File: config.mk
export PLATFORM = sky130hd
export DESIGN_NAME = zsw_interp_window
export DESIGN_NICKNAME = d
export VERILOG_FILES = /design/src/rtl/zsw_pkg.sv /design/src/rtl/zsw_sequencer.sv /design/src/rtl/zsw_window.sv /design/src/rtl/zsw_tap_select.sv /design/src/rtl/zsw_interp_window.sv
export SDC_FILE = /design/constraint.sdc
export NUM_CORES = 1
export LEC_CHECK = 0
export BUFFER_PORTS_ARGS = -buffer_cell sky130_fd_sc_hd__buf_2
export CAP_MARGIN = 10
export CORE_ASPECT_RATIO = 0.7
export CORE_MARGIN = 8
export CORE_UTILIZATION = 65
export CTS_BUF_LIST = sky130_fd_sc_hd__clkbuf_8 sky130_fd_sc_hd__clkbuf_16
export CTS_CLUSTER_DIAMETER = 200
export DETAILED_ROUTE_END_ITERATION = 12
export GPL_ROUTABILITY_DRIVEN = 0
export PLACE_DENSITY = 0.81
export SYNTH_ARGS = -nofsm -noshare
export SYNTH_HDL_FRONTEND = slang
export SYNTH_HIERARCHICAL = 1
export SYNTH_SLANG_ARGS = --single-unit
File: constraint.sdc
create_clock -name clk -period 3.6 [get_ports clk]
set_input_delay 0.9 -clock clk [delete_from_list [all_inputs] [get_ports clk]]
set_output_delay 0.9 -clock clk [all_outputs]
set_load 0.01 [all_outputs]
File: src/rtl/zsw_pkg.sv
package zsw_pkg;

    localparam int SMP_W = 8;

    typedef struct packed {
        logic signed [SMP_W-1:0] i;
        logic signed [SMP_W-1:0] q;
    } iq_t;

    typedef enum logic {
        PH_SAMPLE = 1'b0,
        PH_STUFF  = 1'b1
    } phase_e;

    function automatic iq_t iq_join(input logic [SMP_W-1:0] i_v,
                                    input logic [SMP_W-1:0] q_v);
        iq_t r;
        r.i = i_v;
        r.q = q_v;
        return r;
    endfunction

endpackage

File: src/rtl/zsw_sequencer.sv
module zsw_sequencer
    import zsw_pkg::*;
#(
    parameter int NPAIR      = 8,
    parameter int GROUP_LEN  = 8,
    parameter int IDLE_SLOTS = 4,
    parameter int PAIR_DIV   = 1,
    localparam int K_W       = (NPAIR > 1) ? $clog2(NPAIR) : 1,
    localparam int SLOTS     = GROUP_LEN + IDLE_SLOTS,
    localparam int SLOT_W    = (SLOTS > 1) ? $clog2(SLOTS) : 1
) (
    input  logic           clk,
    input  logic           rst,
    output logic           tick,
    output logic [K_W-1:0] k,
    output logic           shift_now,
    output logic           take,
    output logic           clear
);

    localparam logic [K_W-1:0]    K_LAST    = K_W'(NPAIR - 1);
    localparam logic [SLOT_W-1:0] SLOT_LAST = SLOT_W'(SLOTS - 1);
    localparam logic [SLOT_W-1:0] GRP_END   = SLOT_W'(GROUP_LEN);

    phase_e            phase;
    logic [SLOT_W-1:0] slot;

    generate
        if (PAIR_DIV <= 1) begin : g_nodiv
            assign tick = 1'b1;
        end else begin : g_div
            localparam int DIV_W = $clog2(PAIR_DIV);
            localparam logic [DIV_W-1:0] DIV_LAST = DIV_W'(PAIR_DIV - 1);
            logic [DIV_W-1:0] divcnt;
            always_ff @(posedge clk) begin
                if (rst) begin
                    divcnt <= '0;
                end else if (divcnt == DIV_LAST) begin
                    divcnt <= '0;
                end else begin
                    divcnt <= divcnt + 1'b1;
                end
            end
            assign tick = (divcnt == DIV_LAST);
        end
    endgenerate

    always_ff @(posedge clk) begin
        if (rst) begin
            k     <= '0;
            phase <= PH_SAMPLE;
            slot  <= '0;
        end else if (tick) begin
            if (k == K_LAST) begin
                k <= '0;
                if (phase == PH_STUFF) begin
                    phase <= PH_SAMPLE;
                    slot  <= (slot == SLOT_LAST) ? '0 : slot + 1'b1;
                end else begin
                    phase <= PH_STUFF;
                end
            end else begin
                k <= k + 1'b1;
            end
        end
    end

    assign shift_now = tick && (k == K_LAST);
    assign take      = shift_now && (phase == PH_SAMPLE) && (slot < GRP_END);
    assign clear     = shift_now && (phase == PH_SAMPLE) && (slot == '0);

endmodule

File: src/rtl/zsw_window.sv
module zsw_window
    import zsw_pkg::*;
#(
    parameter int TAPS = 15
) (
    input  logic              clk,
    input  logic              rst,
    input  logic              shift_now,
    input  logic              take,
    input  logic              clear,
    input  iq_t               din,
    output iq_t [TAPS-1:0]    taps
);

    always_ff @(posedge clk) begin
        if (rst) begin
            taps[0] <= '0;
        end else if (shift_now) begin
            taps[0] <= take ? din : '0;
        end
    end

    generate
        for (genvar j = 1; j < TAPS; j++) begin : g_stage
            always_ff @(posedge clk) begin
                if (rst) begin
                    taps[j] <= '0;
                end else if (shift_now) begin
                    taps[j] <= clear ? '0 : taps[j-1];
                end
            end
        end
    endgenerate

endmodule

File: src/rtl/zsw_tap_select.sv
module zsw_tap_select
    import zsw_pkg::*;
#(
    parameter int TAPS   = 15,
    localparam int MID   = (TAPS - 1) / 2,
    localparam int NPAIR = MID + 1,
    localparam int K_W   = (NPAIR > 1) ? $clog2(NPAIR) : 1
) (
    input  logic            clk,
    input  logic            rst,
    input  logic            tick,
    input  logic [K_W-1:0]  k,
    input  iq_t [TAPS-1:0]  taps,
    output logic            pair_valid,
    output logic [K_W-1:0]  pair_k,
    output logic            last_pair,
    output iq_t             lead,
    output iq_t             lag
);

    iq_t lead_c, lag_c;

    always_comb begin
        lead_c = '0;
        lag_c  = '0;
        for (int j = 0; j < NPAIR; j++) begin
            if (k == K_W'(j)) begin
                lead_c = taps[MID-j];
                lag_c  = taps[MID+j];
            end
        end
    end

    always_ff @(posedge clk) begin
        if (rst) begin
            pair_valid <= 1'b0;
            last_pair  <= 1'b0;
            pair_k     <= '0;
            lead       <= '0;
            lag        <= '0;
        end else begin
            pair_valid <= tick;
            last_pair  <= tick && (k == K_W'(NPAIR - 1));
            if (tick) begin
                pair_k <= k;
                lead   <= lead_c;
                lag    <= lag_c;
            end
        end
    end

endmodule

File: src/rtl/zsw_interp_window.sv
module zsw_interp_window
    import zsw_pkg::*;
#(
    parameter int TAPS       = 15,
    parameter int GROUP_LEN  = 8,
    parameter int IDLE_SLOTS = 4,
    parameter int PAIR_DIV   = 1,
    localparam int NPAIR     = (TAPS + 1) / 2,
    localparam int K_W       = (NPAIR > 1) ? $clog2(NPAIR) : 1
) (
    input  logic                    clk,
    input  logic                    rst,
    input  logic signed [SMP_W-1:0] in_i,
    input  logic signed [SMP_W-1:0] in_q,
    output logic                    in_take,
    output logic                    pair_valid,
    output logic [K_W-1:0]          pair_k,
    output logic                    last_pair,
    output logic signed [SMP_W-1:0] lead_i,
    output logic signed [SMP_W-1:0] lead_q,
    output logic signed [SMP_W-1:0] lag_i,
    output logic signed [SMP_W-1:0] lag_q
);

    logic           tick, shift_now, take, clear;
    logic [K_W-1:0] k;
    iq_t [TAPS-1:0] taps;
    iq_t            lead, lag;

    zsw_sequencer #(
        .NPAIR(NPAIR), .GROUP_LEN(GROUP_LEN),
        .IDLE_SLOTS(IDLE_SLOTS), .PAIR_DIV(PAIR_DIV)
    ) u_seq (
        .clk(clk), .rst(rst), .tick(tick), .k(k),
        .shift_now(shift_now), .take(take), .clear(clear)
    );

    zsw_window #(.TAPS(TAPS)) u_win (
        .clk(clk), .rst(rst), .shift_now(shift_now), .take(take),
        .clear(clear), .din(iq_join(in_i, in_q)), .taps(taps)
    );

    zsw_tap_select #(.TAPS(TAPS)) u_sel (
        .clk(clk), .rst(rst), .tick(tick), .k(k), .taps(taps),
        .pair_valid(pair_valid), .pair_k(pair_k), .last_pair(last_pair),
        .lead(lead), .lag(lag)
    );

    assign in_take = take;
    assign lead_i  = lead.i;
    assign lead_q  = lead.q;
    assign lag_i   = lag.i;
    assign lag_q   = lag.q;

endmodule

# Word level (Yosys, flattened, before mapping)
# Cells that the tools add are included.
[classes] addsub=2 n_lt_le_gt_ge=1 eq_ne=8 mux=33 bitwise_logic=1 reduce_logical=7
[ops] cell="$mux W16" n=30
[ops] cell="$eq A3 B3 Y1 const B" n=4
[ops] cell="$eq A3 B2 Y1 const B" n=2
[ops] cell="$add A4 B1 Y4 const B" n=1
[ops] cell="$eq A4 B4 Y1 const B" n=1
[ops] cell="$logic_not A4 Y1" n=1
[ops] cell="$lt A4 B4 Y1 const B" n=1
[ops] cell="$mux W4" n=1
[ops] cell="$add A3 B1 Y3 const B" n=1
[ops] cell="$eq A3 B1 Y1 const B" n=1
[ops] cell="$logic_and A1 B1 Y1" n=3
[ops] cell="$logic_not A3 Y1" n=1
[ops] cell="$mux W1" n=2
[ops] cell="$reduce_and A2 Y1" n=1
[ops] cell="$reduce_or A2 Y1" n=1
[ops] cell="$not A1 Y1" n=1
[totals] ff_bits=285 in_bits=18 out_inout_bits=38 wordCells=92

# Logic depth before layout (Yosys ltp)
[logic_depth] word_depth=9 mapped_depth=9 depth_no_buf=6

# Modules after synthesis
# The synthesis kept the hierarchy.
[modules_own_cells] module="zsw_window" instances=1 cells_each=1068 area_per_inst_um2=9429.0 seq_area_each_um2=4804.6
[modules_own_cells] module="zsw_tap_select" instances=1 cells_each=346 area_per_inst_um2=3140.5 seq_area_each_um2=740.7
[modules_own_cells] module="zsw_sequencer" instances=1 cells_each=44 area_per_inst_um2=389.1 seq_area_each_um2=160.2

# Worst setup path before layout
# No wires, ideal clock.
[synth_timing] kind="register -> output" start="reg u_seq.k[0]" end="out in_take" arrival_time_ns=1.115 t_required_ns=2.700 setup_slack_ns=1.585 path_stages_with_launch=5 n_path_buf=0 path_cell_list="dfxtp_1 ha_1 ha_1 nand2b_1 nor2_1"
[synth_via] elab_chain_len=3
[synth_rtl] element="start: declaration" line="zsw_sequencer.sv:15" rtl="output logic [K_W-1:0] k,"
[synth_rtl] element="start signal: assignment" line="zsw_sequencer.sv:63" rtl="k <= k + 1'b1;"
[synth_rtl] element="$eq A3 B3 Y1" line="zsw_sequencer.sv:68" rtl="assign shift_now = tick && (k == K_LAST);"
[synth_rtl] element="$logic_and A1 B1 Y1 (2 in a row)" line="zsw_sequencer.sv:69" rtl="assign take = shift_now && (phase == PH_SAMPLE) && (slot < GRP_END);"
[synth_rtl] element="end: declaration" line="zsw_interp_window.sv:15" rtl="output logic in_take,"
# Every way passes these cells.

# Worst setup path after layout
[layout_timing] start="reg u_seq.k[2]" end="out in_take"
# The elaborated chain is that of the path after synthesis.

==> reports/metrics.csv <==
stage,metric,value,unit
cts,cts.clk_slew.worst_paths,0.06,ns
status,violations,slew limit,
pwr,total_power,6.44,mW
sta,max_slew_margin,-73.5,%
critical_path,max_stage_delay,0.65,ns
cts,cts.sinks,285,
drt,drtIter0Drc,1026,
finish,final_cells,1715,
cts,cts_hold_buf,0,
status,status,"finished, violations left",
logic_synthesis,ys_seq_area_share,44.0,%
die,die-area,24800,sq um
sta,fmax,324,MHz
logic_synthesis,syn_avg_cell_area,8.89,sq um
global_routing,grt_max_degree,149,
sta,skew,0.0184,ns
die,num_rows,43,
logic_synthesis,synthTopCellsByArea,"dfxtp_1 44%, o32ai_1 14%, nand2_1 7.6%",
logic_synthesis,synthCells,1458,
sta,rsz0062_at_grt,no,
cts,htreeDepth,1,
logic_synthesis,yosys_warnings,6,
cts,cts_tree,yes,
global_routing,grt_usage,23.5,%
critical_path,crit_path_end_kind,primary output,
die,coreArea,19700,sq um
critical_path,crit_slowest_cell,dfxtp_1,
pwr,power_density,459,nW/um^2
sta,drv_slew,33,
critical_path,cp_max_fo,17,
finish,final_nets,1448,
drt,ant_nets,0,
global_routing,gr-total-overflow,0,
cts,ctsRootBufferMaster,clkbuf_16,
critical_path,worstPathArrival,2.18,ns
hold_path,min_path_type,reg2reg,
drt,drc,0,
logic_synthesis,yosysUniqueCellTypes,41,
global_routing,grt_pass1_vias,9567,
sta,setup_viol,0,
sta,worst_pin_slew,2.59,ns
critical_path,worstPathCellList,"ha_1, nand2b_1, nor2_1, buf_4, buf_2",
cts,cts_buffer_depth,3,
logic_synthesis,syn_area,13000,sq um
logic_synthesis,ys_seq_elements,285,
drt,routedWlPerCell,17.4,um
place,placed_cells,1666,
place,io_buffers,55,
sta,hold_violations,0,
finish,antenna_cells,0,
run,max_cap_viol_count,0,
critical_path,startpoint_type,flip-flop,
logic_synthesis,synth_enable_flop_cells,0,
logic_synthesis,ys.flop_type,dfxtp_1,
finish,multi_input_area,5570,sq um
pwr,leakage,4.34,nW
global_routing,antenna_found_initial,1,
die,ios,56,
sta,period_needed,3.08,ns
die,die_w,185,um
pwr,ir_drop,0.000380,V
finish,layout_common_cells,"283 x dfxtp_1, 262 x nand2_1, 249 x inv_1, 204 x o32ai_1, 54 x buf_2",
die,die_y,134,um
critical_path,crit_required,2.70,ns
drt,routed_wl,29900,um
drt,firstDrtPassIters,5,
sta,fin_crit_sh,85.6,%
finish,layout-drive-gt1-share,13.0,%
cts,ctsResizeCount,0,
critical_path,crit_type,reg2out,
die,initial_core_util,65.8,%
cts,post-cts-setup-buffers,0,
logic_synthesis,yosys.area.top_type,dfxtp_1,
sta,setup_tns,0,ns
finish,area_delta_synth_final,8.31,%
finish,final_common_cell,dfxtp_1,
global_routing,grt_pass1_wl,49000,um
logic_synthesis,syn-num-nets,1481,
finish,seqCellArea,5710,sq um
cts,cts_inserted_buffers,27,
drt,via_per_inst,6.02,
place,hpwl,18000,um
cts,insertion_delay,0.54,ns
finish,nFillCells,1544,
sta,whs,0.476,ns
logic_synthesis,synth_top_area_share,44.0,%
logic_synthesis,ys_async_sr_fraction,0,%
drt,vias,10300,
[cell usage after synthesis, drive strengths merged (2+ instances only)]
cell type	n
nand3	21
a21oi	51
dfxtp	285
or3	2
clkbuf	82
o41ai	31
inv	245
o32ai	224
mux4	31
a211oi	31
ha	5
nand2	263
nand2b	20
nor2b	31
buf	62
nor3b	4
nor2	38
mux2	2
mux2i	4
o21ai	17
[kinds of logic (layout without fill, tap and decap cells)]
group	Yosys count	count (layout)	share of synthesized area, %
mux	37	37	6.13
fa+ha+maj	5	5	0.483
other cells	1	1	0.0289
simple gates	382	382	12.5
compound gates	359	359	23.7
flops	285	285	44.0
buf+inv	389	376	13.1
[state kept, by name (all words and copies together), names as in the netlist]
signal            flops
u_win/taps          240
u_sel/lag            16
u_sel/lead           16
u_seq/slot            4
u_sel/pair_k          3
u_seq/k               3
u_sel/last_pair       1
u_sel/pair_valid      1
u_seq/phase           1
[worst max-delay path: cells and delay by family, from the launching register on]
family / cells / cell delay [ns]
AND/OR/NAND/NOR: 2 / 0.24
flip-flops: 1 / 0.65
adder cells (fa/ha/maj): 1 / 0.38
buffers and inverters: 2 / 0.37
[final cells by class]
type | count | area share [%]
Clock buffer | 37 | 5.79
Timing Repair Buffer | 82 | 4.36
Sequential cell | 285 | 40.7
Inverter | 245 | 6.55
Clock inverter | 12 | 0.490
Tap cell | 270 | 2.41
Multi-Input combinational cell | 784 | 39.7
[routing by layer]
metal | share of wire [%] | global-route usage, % | routed length (um)
met1 | 47 | 33.8 | 14100
met2 | 45 | 36.2 | 13500
met3 | 6.0 | 3.70 | 1790
met4 | 1.7 | 6.25 | 509
met5 | 0.044 | 0 | 13
[path summary, 6_finish.rpt]
kind                                        end            start  depth (start not counted)  slack (ns)
worst max-delay path                    in_take       u_seq/k[2]                          5        0.52
worst min-delay path            u_win/taps[230]  u_win/taps[230]                          2        0.48
worst max register to register  u_win/taps[208]       u_seq/k[2]                          6        0.93
worst min register to register  u_win/taps[230]  u_win/taps[230]                          2        0.48
[per-stage QoR]
stage          setup slack (ns)  utilization [%]  cell area [sq um]
3_3_place_gp              0.996             66.8              13200
6_report                  0.517             71.3              14000
2_1_floorplan              1.59                -              13000
4_1_cts                   0.485             71.3              14000
3_5_place_dp              0.916             66.8              13200
5_1_grt                   0.420             71.3              14000
[power by group]
part           switching (mW)  internal [mW]  total (mW)
registers              0.0276           3.18        3.21
clock network            1.20           1.58        2.78
logic                   0.317          0.139       0.456
total                    1.55           4.89        6.44
(Power assumes the default switching activity.)
